--- src/rtl/ldst_agen_pkg.sv ---
package ldst_agen_pkg;

    localparam int NIB_W = 4;
    localparam int IMM_W = 2 * NIB_W;

    typedef enum logic [2:0] {
        XK_UHALF,
        XK_SBYTE,
        XK_SHALF,
        XK_DLOAD,
        XK_DSTORE
    } xfer_kind_e;

    typedef enum logic [1:0] {
        SZ_BYTE = 2'd0,
        SZ_HALF = 2'd1,
        SZ_WORD = 2'd2
    } mem_size_e;

    typedef enum logic [1:0] {
        ST_IDLE,
        ST_CHECK,
        ST_BEAT0,
        ST_BEAT1
    } seq_state_e;

    function automatic xfer_kind_e classify(input logic is_load, input logic is_signed,
                                            input logic is_half);
        if (!is_signed)   return XK_UHALF;
        else if (is_load) return is_half ? XK_SHALF : XK_SBYTE;
        else              return is_half ? XK_DSTORE : XK_DLOAD;
    endfunction

    function automatic mem_size_e kind_size(input xfer_kind_e k);
        case (k)
            XK_SBYTE:            return SZ_BYTE;
            XK_UHALF, XK_SHALF:  return SZ_HALF;
            default:             return SZ_WORD;
        endcase
    endfunction

    function automatic logic kind_is_pair(input xfer_kind_e k);
        return (k == XK_DLOAD) || (k == XK_DSTORE);
    endfunction

endpackage

--- src/rtl/ldst_addr_calc.sv ---
module ldst_addr_calc
    import ldst_agen_pkg::*;
#(
    parameter int DW = 32
) (
    input  logic [DW-1:0]    base,
    input  logic [DW-1:0]    reg_off,
    input  logic             imm_sel,
    input  logic [NIB_W-1:0] imm_hi,
    input  logic [NIB_W-1:0] imm_lo,
    input  logic             pre,
    input  logic             up,
    input  logic             wb_bit,
    output logic [DW-1:0]    addr,
    output logic [DW-1:0]    new_base,
    output logic             wb_req
);
    localparam int PAD_W = DW - IMM_W;

    logic [DW-1:0] offset;
    logic [DW-1:0] moved;

    always_comb begin
        offset   = imm_sel ? {{PAD_W{1'b0}}, imm_hi, imm_lo} : reg_off;
        moved    = up ? (base + offset) : (base - offset);
        addr     = pre ? moved : base;
        new_base = moved;
        wb_req   = pre ? wb_bit : 1'b1;
    end
endmodule

--- src/rtl/ldst_load_ext.sv ---
module ldst_load_ext
    import ldst_agen_pkg::*;
#(
    parameter int DW = 32
) (
    input  xfer_kind_e    kind,
    input  logic [DW-1:0] raw,
    output logic [DW-1:0] ext
);
    localparam int HW = 16;
    localparam int BW = 8;

    always_comb begin
        case (kind)
            XK_UHALF: ext = {{(DW-HW){1'b0}}, raw[HW-1:0]};
            XK_SHALF: ext = {{(DW-HW){raw[HW-1]}}, raw[HW-1:0]};
            XK_SBYTE: ext = {{(DW-BW){raw[BW-1]}}, raw[BW-1:0]};
            default:  ext = raw;
        endcase
    end
endmodule

--- src/rtl/ldst_seq.sv ---
module ldst_seq
    import ldst_agen_pkg::*;
(
    input  logic       clk,
    input  logic       rst,
    input  logic       cmd_valid,
    input  logic       chk_legal,
    input  logic       is_pair,
    input  logic       rd_odd,
    input  logic       mem_ready,
    output seq_state_e state,
    output logic       cmd_ready,
    output logic       mem_valid,
    output logic       second,
    output logic       fault,
    output logic       bad_op,
    output logic       beat_hs,
    output logic       last_hs
);
    seq_state_e nxt;

    always_comb begin
        cmd_ready = (state == ST_IDLE);
        mem_valid = (state == ST_BEAT0) || (state == ST_BEAT1);
        second    = (state == ST_BEAT1);
        fault     = (state == ST_CHECK) && !chk_legal;
        bad_op    = (state == ST_CHECK) && chk_legal && is_pair && rd_odd;
        beat_hs   = mem_valid && mem_ready;
        last_hs   = beat_hs && (second || !is_pair);
        nxt       = state;
        case (state)
            ST_IDLE:  if (cmd_valid) nxt = ST_CHECK;
            ST_CHECK: nxt = (fault || bad_op) ? ST_IDLE : ST_BEAT0;
            ST_BEAT0: if (mem_ready) nxt = is_pair ? ST_BEAT1 : ST_IDLE;
            ST_BEAT1: if (mem_ready) nxt = ST_IDLE;
            default:  nxt = ST_IDLE;
        endcase
    end

    always_ff @(posedge clk) begin
        if (rst) state <= ST_IDLE;
        else     state <= nxt;
    end


    fault_idle_chk: assert property (@(posedge clk) disable iff (rst)
        fault |=> (cmd_ready && !mem_valid));


    bad_op_idle_chk: assert property (@(posedge clk) disable iff (rst)
        bad_op |=> (cmd_ready && !mem_valid));


    pair_order_chk: assert property (@(posedge clk) disable iff (rst)
        (second) |-> $past(mem_valid));
endmodule

--- src/rtl/ldst_agen.sv ---
module ldst_agen
    import ldst_agen_pkg::*;
#(
    parameter int DW = 32,
    parameter int RW = 4
) (
    input  logic             clk,
    input  logic             rst,
    input  logic             cmd_valid,
    output logic             cmd_ready,
    input  logic [DW-1:0]    cmd_base,
    input  logic [DW-1:0]    cmd_reg_off,
    input  logic             cmd_imm_sel,
    input  logic [3:0]       cmd_imm_hi,
    input  logic [3:0]       cmd_imm_lo,
    input  logic             cmd_pre,
    input  logic             cmd_up,
    input  logic             cmd_wb,
    input  logic             cmd_load,
    input  logic             cmd_signed,
    input  logic             cmd_half,
    input  logic [RW-1:0]    cmd_rd,
    input  logic [DW-1:0]    cmd_data_lo,
    input  logic [DW-1:0]    cmd_data_hi,
    output logic [DW-1:0]    chk_addr,
    input  logic             chk_legal,
    output logic             mem_valid,
    input  logic             mem_ready,
    output logic [DW-1:0]    mem_addr,
    output logic             mem_write,
    output logic [1:0]       mem_size,
    output logic [DW-1:0]    mem_wdata,
    input  logic [DW-1:0]    mem_rdata,
    output logic             ld_en,
    output logic [RW-1:0]    ld_reg,
    output logic [DW-1:0]    ld_data,
    output logic             wb_en,
    output logic [DW-1:0]    wb_data,
    output logic             fault,
    output logic             bad_op,
    output logic             done
);
    localparam int          STEP  = DW / 8;
    localparam logic [DW-1:0] STEP_V = DW'(STEP);
    localparam int          HW    = 16;

    typedef struct packed {
        logic [DW-1:0] addr;
        logic [DW-1:0] new_base;
        logic          wb;
        logic          write;
        xfer_kind_e    kind;
        logic [RW-1:0] rd;
        logic [DW-1:0] d_lo;
        logic [DW-1:0] d_hi;
    } op_t;

    op_t           op_q;
    logic [DW-1:0] c_addr, c_nb;
    logic          c_wb;
    xfer_kind_e    c_kind;
    seq_state_e    state;
    logic          second, beat_hs, last_hs, is_pair;

    ldst_addr_calc #(.DW(DW)) u_calc (
        .base(cmd_base), .reg_off(cmd_reg_off), .imm_sel(cmd_imm_sel),
        .imm_hi(cmd_imm_hi), .imm_lo(cmd_imm_lo), .pre(cmd_pre), .up(cmd_up),
        .wb_bit(cmd_wb), .addr(c_addr), .new_base(c_nb), .wb_req(c_wb)
    );

    assign c_kind  = classify(cmd_load, cmd_signed, cmd_half);
    assign is_pair = kind_is_pair(op_q.kind);

    always_ff @(posedge clk) begin
        if (rst) begin
            op_q <= '0;
        end else if (cmd_valid && cmd_ready) begin
            op_q.addr     <= c_addr;
            op_q.new_base <= c_nb;
            op_q.wb       <= c_wb;
            op_q.write    <= (c_kind == XK_DSTORE) || (c_kind == XK_UHALF && !cmd_load);
            op_q.kind     <= c_kind;
            op_q.rd       <= cmd_rd;
            op_q.d_lo     <= cmd_data_lo;
            op_q.d_hi     <= cmd_data_hi;
        end
    end

    ldst_seq u_seq (
        .clk(clk), .rst(rst), .cmd_valid(cmd_valid), .chk_legal(chk_legal),
        .is_pair(is_pair), .rd_odd(op_q.rd[0]), .mem_ready(mem_ready),
        .state(state), .cmd_ready(cmd_ready), .mem_valid(mem_valid),
        .second(second), .fault(fault), .bad_op(bad_op),
        .beat_hs(beat_hs), .last_hs(last_hs)
    );

    ldst_load_ext #(.DW(DW)) u_ext (
        .kind(op_q.kind), .raw(mem_rdata), .ext(ld_data)
    );

    always_comb begin
        chk_addr  = op_q.addr;
        mem_addr  = second ? (op_q.addr + STEP_V) : op_q.addr;
        mem_write = op_q.write;
        mem_size  = kind_size(op_q.kind);
        if (op_q.kind == XK_UHALF)
            mem_wdata = op_q.write ? {{(DW-HW){1'b0}}, op_q.d_lo[HW-1:0]} : '0;
        else if (op_q.kind == XK_DSTORE)
            mem_wdata = second ? op_q.d_hi : op_q.d_lo;
        else
            mem_wdata = '0;
        ld_en   = beat_hs && !op_q.write;
        ld_reg  = second ? {op_q.rd[RW-1:1], 1'b1} : op_q.rd;
        wb_en   = last_hs && op_q.wb;
        wb_data = op_q.new_base;
        done    = last_hs || fault || bad_op;
    end


    hold_req_chk: assert property (@(posedge clk) disable iff (rst)
        (mem_valid && !mem_ready) |=> (mem_valid && $stable(mem_addr) && $stable(mem_wdata)));


    pair_step_chk: assert property (@(posedge clk) disable iff (rst)
        (beat_hs && is_pair && !second) |=> (mem_valid && mem_addr == $past(mem_addr) + STEP_V));


    wb_on_beat_chk: assert property (@(posedge clk) disable iff (rst)
        wb_en |-> (mem_valid && mem_ready && !fault && !bad_op));


    fault_no_traffic_chk: assert property (@(posedge clk) disable iff (rst)
        fault |-> (!mem_valid && !wb_en && !ld_en && state == ST_CHECK));
endmodule

--- config.mk ---
export PLATFORM = sky130hd
export DESIGN_NAME = ldst_agen
export DESIGN_NICKNAME = d
export VERILOG_FILES = /design/src/rtl/ldst_agen_pkg.sv /design/src/rtl/ldst_addr_calc.sv /design/src/rtl/ldst_load_ext.sv /design/src/rtl/ldst_seq.sv /design/src/rtl/ldst_agen.sv
export SDC_FILE = /design/constraint.sdc
export NUM_CORES = 1
export LEC_CHECK = 0
export BUFFER_PORTS_ARGS = -buffer_cell sky130_fd_sc_hd__clkbuf_2
export CAP_MARGIN = 30
export CORE_ASPECT_RATIO = 1.2
export CORE_UTILIZATION = 50
export DETAILED_ROUTE_END_ITERATION = 10
export HOLD_SLACK_MARGIN = 0.02
export PLACE_DENSITY = 0.85
export RECOVER_POWER = 25
export SLEW_MARGIN = 0
export SYNTH_ARGS = -nofsm -noshare
export SYNTH_HDL_FRONTEND = slang
export SYNTH_SLANG_ARGS = --single-unit
--- constraint.sdc ---
create_clock -name clk -period 5.9 [get_ports clk]
set_input_delay 0.885 -clock clk [delete_from_list [all_inputs] [get_ports clk]]
set_output_delay 0.885 -clock clk [all_outputs]
set_load 0.02 [all_outputs]
* After elaboration in Yosys (flattened, before gate mapping)
Cells that the tools add are included.
** Storage, ports and cells
- Register bits :: 139
- Output and inout port bits :: 174
- Word-level logic and storage cells :: 71
** Operators by class
- $add $sub $neg :: 3
- Equality and inequality tests :: 11
- Multiplexer cells :: 22
- Reduce and logical (&&, ||, !) cells :: 26
** Operators with widths (count)
- two-way mux 32 bit :: 7
- case mux 32 bit (3 select lines) :: 1
- adder 32 x 3 -> 32 bit, second input constant :: 1
- adder 32 bit :: 1
- subtractor 32 bit :: 1
- two-way mux 16 bit :: 1
- two-way mux 2 bit :: 6
- logical AND 1 bit :: 10
- two-way mux 3 bit :: 3
- case mux 2 bit (4 select lines) :: 1
- logical OR 1 bit :: 7
- equality test 3 x 2 -> 1 bit, second input constant :: 2
- equality test 3 bit, second input constant :: 2
- logical NOT 3 bit :: 2
- inequality test 2 bit, second input constant :: 3
- equality test 2 bit, second input constant :: 2
- logical NOT 1 bit :: 4
- case mux 2 bit (2 select lines) :: 1
- equality test 3 x 1 -> 1 bit, second input constant :: 1
- AND reduction 3 bit :: 1
- equality test 2 x 1 -> 1 bit, second input constant :: 1
- logical NOT 2 bit :: 1
- two-way mux 1 bit :: 2
- OR reduction 2 bit :: 1

* Longest topological paths before layout
Gate-level depths: netlist (run 1).
- Depth in word-level cells :: 7
- Mapped depth :: 20
- Gate-level depth less buffers :: 17

* By module
From an unflattened synthesis (run 1), not the netlist that was laid out.
** Second synthesis, totals
- Cells, all modules :: 1427
- Area total of the unflattened synthesis :: 10297.4 um2
** Modules (own cells, without submodules)
- ldst_agen :: times used 1, cells each 831, area each 6303.5 um2, seq. area each 2742.6 um2
- ldst_addr_calc :: times used 1, cells each 499, area each 3355.7 um2, seq. area each 0.0 um2
- ldst_load_ext :: times used 1, cells each 78, area each 499.2 um2, seq. area each 0.0 um2
- ldst_seq :: times used 1, cells each 19, area each 138.9 um2, seq. area each 40.0 um2

* Least setup slack after synthesis (run 1)
OpenSTA, ideal clock, no wires.
- Path type :: input-to-reg
- Start point :: in cmd_imm_sel
- End point :: reg op_q (netlist bit chk_addr[30])
- Setup time :: 0.133 ns
- Arrival :: 4.588 ns
- Slack :: 1.179 ns
- Cell stages on the path :: 19
- Buffers on the path :: 4
- Cells stage by stage :: buf_4 > buf_2 > buf_1 > mux2i_1 > ha_1 > o211ai_1 > nor2_2 > a21oi_1 > o211a_1 > a21oi_1 > ha_1 > clkbuf_1 > a21o_1 > a2111oi_0 > o21bai_1 > a21oi_1 > o21ai_1 > a221oi_1 > a21oi_1
** Between the ends
- Word-level cells in the longest chain between the ends :: 4
- Elaborated cells between the ends (all ways) :: 5
- Classes of those cells :: add/sub (2); mux (3)
** RTL lines
- from (decl) :: line ldst_agen.sv:13 : input logic cmd_imm_sel,
- two-way mux 32 bit (*) :: line ldst_addr_calc.sv:24 : offset = imm_sel ? {{PAD_W{1'b0}}, imm_hi, imm_lo} : reg_off;
- subtractor 32 bit or adder 32 bit (tied branches) :: line ldst_addr_calc.sv:25 : moved = up ? (base + offset) : (base - offset);
- two-way mux 32 bit (*) :: line ldst_addr_calc.sv:25
- two-way mux 32 bit (*) :: line ldst_addr_calc.sv:26 : addr = pre ? moved : base;
- to (decl) :: line ldst_agen.sv:58 : op_t op_q;
Every way passes the cells marked *; elsewhere a longest branch is shown, timed or not.
A chain may end at the register's enable or synchronous reset.

* Worst setup path after layout (run 1)
- Start point :: in cmd_imm_sel
- End point :: reg op_q (netlist bit chk_addr[24])
The elaborated chain is that of the path after synthesis.

==> out/qor.csv, run 1 <==
metric,value,unit
status,finished with violations,
failing checks,"max-capacitance violations, max-slew violations",
routability cong.,0.932,
final setup violation count,0,
DR pass1 iterations,6,
clock sink count,139,
clock root buffer,clkbuf_16,
Post-Syn Nets,1611,
Max clock buf depth,2,
WL per Instance,17.4,um
Power Density,267,mW/mm2
Yosys warning total,0,
"Distinct cells, synth",79,
Hold EP,op_q[8],
hpwl dp,24500,um
top cell type's share of synthesized area,27.6,%
Finished Core Util,60.2,%
Post-Synth Simple-Gate Area,23.8,%
first-pass GRT wire length,50100,um
grt total ovfl,0,
max_slew headroom,-114,%
ys async rst share,0,%
Final TNS setup,0,ns
critical path type,input port to flop,
Die Span Y,157,um
number of synthesized register bits,139,
Routed Antenna Nets,0,
total CTS buffers,17,
CP Capture Type,flop,
Post-synth EDFFs,0,
area added between synthesis and finish,17.2,%
skew final,0.00888,ns
clock-pin transition on the worst setup and hold timing paths,0.07,ns
Max Slew Vio Count,68,
Iter 0 DRT Violations,886,
fmax,219,MHz
"area leader, netlist",dfxtp_1,
max-cap viol count,1,
initial antenna violation count,0,
HP Start,op_q[8],
FF-to-FF path depth,5,
Syn Std Cell Area,0.0101,mm2
Worst EP arrival,4.90,ns
Antenna Cells,0,
Area contributors post-synth,"dfxtp_1, nand2_1, a21oi_1",
Worst-Margin Slew,3.20,ns
vias per cell,5.77,
chip width,132,um
RSZ-0062 raised after global routing,false,
Die ar.,0.0207,mm2
Post-synth top cells,"nand2_1, a21oi_1, dfxtp_1",
Register Area,0.00278,mm2
row count,56,
reg2reg setup slack,3.33,ns
total core area,0.0196,mm2
Min-Delay Path Depth,2,
Static Leak,0.00528,uW
final wirelength,32500,um
post-synthesis mux area share,2.72,%
CP required,6.23,ns
Starting Density,51.3,%
Final min period,4.57,ns
Synth Area in XOR/XNOR,5.74,%
largest net degree at the start of global routing,92,
Vias,10800,
Hold Buf Count CTS,0,
Syn Area/Cell,7.27,um2
register area share after synthesis,27.6,%
GRT Total Usage,30.3,%
Post-CTS Setup Bufs,0,
dominant cell by count in the synthesized netlist,nand2_1,
post-synthesis cell count,1385,
post-cts resize count,0,
largest family of logic cells by synthesized area,compound AO/OA/AOI/OAI gates,
post-route clock period utilization,77.4,%
worst min-delay path category,flop to flop,
CP Launch Type,input port,
"Clk Latency, worst-skew pair",0.43,ns
Cells after DPL,1838,
Post-layout nets,1823,
Final Hold Violating Endpoints,0,
DRC,0,
CTS tree,built,
Compound-Gate Fraction of Synth Area,25.1,%
vias in the first global route,9435,
Critical R2R Capture,mem_write,
share of layout cells above drive strength 1,21.9,%
IO buf count,343,
VDD IR-drop max,0.176,mV
Critical R2R Launch,u_seq.state[1],
CTS H-Tree Depth,4,
area of the multi-input gates,0.00633,mm2
area share of fa/ha/maj cells after synthesis,5.29,%
crit path max fanout,26,
filler cell count,1793,
final std cells w/o fill,1871,
"Primary FF master, synth",dfxtp_1,
Final Power,3150,uW
I/O pin count,358,
[power breakdown]
part           total, uW  internal, uW  switching, uW
clock network       1060           612            449
logic                988           358            631
registers           1100          1020           75.3
[sequential cells by signal (all words and copies together), names as in the netlist]
register,count
mem_write,1
op_q,72
u_seq.state,2
chk_addr,32
wb_data,32
[worst max path at each step]
| stage | startpoint | to | slack, ns | cells past startpoint |
|---|---|---|---|---|
| floorplan | cmd_imm_sel | chk_addr[30] | 1.18 | 19 |
| global placement | cmd_imm_sel | chk_addr[18] | 1.06 | 19 |
| detailed placement | cmd_imm_sel | chk_addr[24] | 0.96 | 19 |
| CTS | cmd_imm_sel | chk_addr[24] | 1.40 | 19 |
| global route | cmd_imm_sel | chk_addr[24] | 0.91 | 19 |
| finish | cmd_imm_sel | chk_addr[24] | 1.33 | 19 |
[per-layer routing]
metal | vias to the layer above | track usage (%) | share of wire [%]
met3 | 72 | 4.35 | 8.2
met1 | 4980 | 40.6 | 43
met5 | - | 0 | 0
li1 | 5190 | - | -
met2 | 551 | 49.4 | 46
met4 | 0 | 11.2 | 2.9
[worst max-delay path, cell delays in order]
cell and delay, ns:
clkbuf_2 0.20, buf_4 0.32, nor4b_1 0.33, or2_2 0.20, nand2_1 0.08, a21oi_1 0.22, o21a_1 0.19, or2_2 0.16
nand2_1 0.08, o211a_1 0.14, ha_1 0.34, and4_1 0.26, and3_1 0.20, o211ai_2 0.11, a311oi_1 0.16, o31ai_1 0.43
nand2b_1 0.12, xnor2_1 0.17, a2111oi_2 0.30
[kinds of logic (layout without fill, tap and decap cells)]
| group | count (synthesis) | in the layout |
|---|---|---|
| flops | 139 | 139 |
| fa+ha+maj | 42 | 42 |
| compound gates | 396 | 396 |
| mux | 27 | 27 |
| xor+xnor | 66 | 66 |
| simple gates | 536 | 536 |
| buf+inv | 179 | 404 |
[stage by stage]
stage | setup slack [ns] | instance area [um2] | hold slack (ns)
after global routing | 0.914 | 11800 | 0.471
after CTS | 1.40 | 11900 | 0.455
final | 1.33 | 11800 | 0.454
after detailed placement | 0.955 | 11300 | 0.447
after global placement | 1.06 | 11300 | 0.441
after floorplan | 1.18 | 10100 | 0.427
[area by class of cell]
| class | count | share of cell area (%) |
|---|---|---|
| Inverter | 17 | 0.540 |
| Multi-Input combinational cell | 1067 | 53.6 |
| Timing Repair Buffer | 355 | 14.6 |
| Clock buffer | 19 | 3.84 |
| Tap cell | 261 | 2.77 |
| Sequential cell | 139 | 23.6 |
| Clock inverter | 13 | 1.12 |
[layout by cell type (no fill, tap or decap), types with 12 or more instances in the layout]
master and count:
xor2_1 13, nand3_1 33, buf_4 12, ha_1 41, a21oi_1 176, nand2_1 295, nor2b_1 13, mux2i_1 24
a22o_1 16, nor3_1 23, clkbuf_2 272, inv_1 17, o21ai_0 38, a211oi_1 17, a31oi_1 13, a21o_1 43
clkbuf_1 71, clkbuf_16 17, xnor2_1 53, nor2_1 95, dfxtp_1 139
No activity file was read; power rests on OpenSTA's default activity.
==> run 2, diff against run 1 <==
Clock period 5.9 ns to 4.4 ns, I/O delays scaled along.
==> run 2 against run 1 <==
Against the previous run:
- the run now ends clean
- non-clock buffer count up 34
- cell count up 1.7%
- register-to-register slack worse by 1.3 ns
- power up 37%
- sequential power rose by 35%
- clock skew is 0.0025 ns higher
==> out/qor.csv, run 2 (synthesis gave the netlist of run 1 again) <==
metric,value,unit,change
status,"finished, final reports clean",,
vias in the first global route,9811,,+4.0%
hpwl dp,25000,um,+2.0%
initial antenna violation count,0,,unchanged
"Clk Latency, worst-skew pair",0.42,ns,about the same
post-route clock period utilization,93.0,%,
final wirelength,33100,um,+1.7%
reg2reg setup slack,2.04,ns,-1.29 ns
Antenna Cells,0,,unchanged
Routed Antenna Nets,0,,unchanged
area added between synthesis and finish,19.9,%,
I/O pin count,358,,unchanged
total CTS buffers,17,,unchanged
Hold Buf Count CTS,0,,unchanged
GRT Total Usage,30.5,%,+0.15 points
total core area,0.0196,mm2,unchanged
row count,56,,unchanged
"Most flops, register",op_q,,
Area after DPL,0.0116,mm2,+2.3%
Die ar.,0.0207,mm2,unchanged
Iter 0 DRT Violations,782,,-12%
DRC,0,,unchanged
max-cap viol count,0,,-1
Worst-Margin Slew,1.00,ns,-2.20 ns
RSZ-0062 raised after global routing,false,,
CTS tree,built,,
Vias,11000,,+1.6%
VDD IR-drop max,0.257,mV,+47%
post-cts resize count,0,,unchanged
filler cell count,1806,,+0.73%
most common library cell in the layout ignoring fill and taps,nand2_1,,
skew final,0.0114,ns,+0.00254 ns
first-pass GRT wire length,50500,um,+0.69%
routability cong.,0.922,,-1.1%
clock root buffer,clkbuf_16,,
critical path type,input port to flop,,
Final Power,4300,uW,+37%
crit path max fanout,19,,-27%
vias per cell,5.77,,about the same
Post-layout nets,1857,,+1.9%
Final Cell Area,0.0121,mm2,+2.2%
fmax,244,MHz,
Worst EP arrival,4.38,ns,-0.52 ns
worst min-delay path category,flop to flop,,
Static Leak,0.00547,uW,+3.4%
chip width,132,um,unchanged
max_slew headroom,33.2,%,+150 points
clock sink count,139,,unchanged
CTS H-Tree Depth,4,,unchanged
IO buf count,343,,unchanged
Final Hold Violating Endpoints,0,,unchanged
Starting Density,51.3,%,unchanged
WL per Instance,17.4,um,about the same
Max Slew Vio Count,0,,-100%
clock-pin transition on the worst setup and hold timing paths,0.07,ns,about the same
"commonest non-fill, non-tap cells in the layout","nand2_1, clkbuf_2, a21oi_1, dfxtp_1, nor2_1",,
CP Launch Type,input port,,
Post-CTS Setup Bufs,0,,unchanged
Die Span Y,157,um,unchanged
Max clock buf depth,2,,unchanged
Power Density,356,mW/mm2,+34%
largest net degree at the start of global routing,77,,-16%
grt total ovfl,0,,unchanged
max reg flops,72,,unchanged
Final min period,4.09,ns,
CP Capture Type,flop,,
CP required,4.68,ns,-1.55 ns
DR pass1 iterations,5,,-1
share of layout cells above drive strength 1,23.5,%,+1.6 points
final setup violation count,0,,unchanged
[run 2: cell count changes in the layout (fill, tap and decap cells not counted), sizes merged]
cell / before / now
clkinvlp: 4 / 1
bufinv: 1 / 3
inv: 22 / 17
buf: 12 / 47
clkbuf: 362 / 359
clkinv: 3 / 8
[run 2: final timing paths]
kind | from | to | cells after the start
worst min register to register | op_q[10] | op_q[10] | 2
worst min-delay path | op_q[10] | op_q[10] | 2
worst max-delay path | cmd_imm_sel | wb_data[31] | 19
worst max register to register | u_seq.state[1] | op_q[14] | 4
[run 2: where the power goes]
group	internal, uW	leakage, uW	switching (uW)	total, uW
clock	882	0.000284	575	1460
combinational	512	0.00404	852	1360
sequential	1370	0.00114	105	1480
total	2760	0.00547	1530	4300
[run 2: cell type report]
type                            instances  area (um2)  share of cell area [%]
Multi-Input combinational cell       1067        6340                    52.6
Tap cell                              261         327                    2.71
Inverter                               17        63.8                   0.529
Sequential cell                       139        2780                    23.1
Clock inverter                         12         153                    1.26
Clock buffer                           17         425                    3.52
Timing Repair Buffer                  389        1980                    16.4
[run 2: layer usage]
layer	track usage [%]	up-vias	share of wire, %
li1	-	5268	-
met1	39.4	5072	42
met2	50.0	550	46
met3	4.67	80	8.5
met4	14.1	0	3.4
met5	0	-	0
[run 2: metrics by stage]
step	TNS, ns	hold slack (ns)	instances	util [%]	setup slack [ns]
floorplan	0	0.427	1385	-	0.0625
global placement	0	0.442	1872	58.9	0.0335
detailed placement	-0.194	0.447	1872	58.9	-0.0795
CTS	0	0.455	1901	61.9	0.329
global route	0	0.467	1902	61.5	0.00806
finish	0	0.454	1902	61.5	0.306
[run 2: critical path, stage by stage]
cell and delay, ns:
clkbuf_2 0.18, buf_4 0.25, nor4_1 0.29, nand4_1 0.16, a21oi_1 0.29, o21a_1 0.18
or2_2 0.15, nand2_1 0.09, o211a_1 0.14, ha_1 0.35, o21ai_0 0.19, a21oi_1 0.11
a211oi_1 0.38, buf_4 0.18, nor3b_1 0.04, a21boi_0 0.26, o21ai_0 0.17, xnor2_1 0.22
o22ai_1 0.10
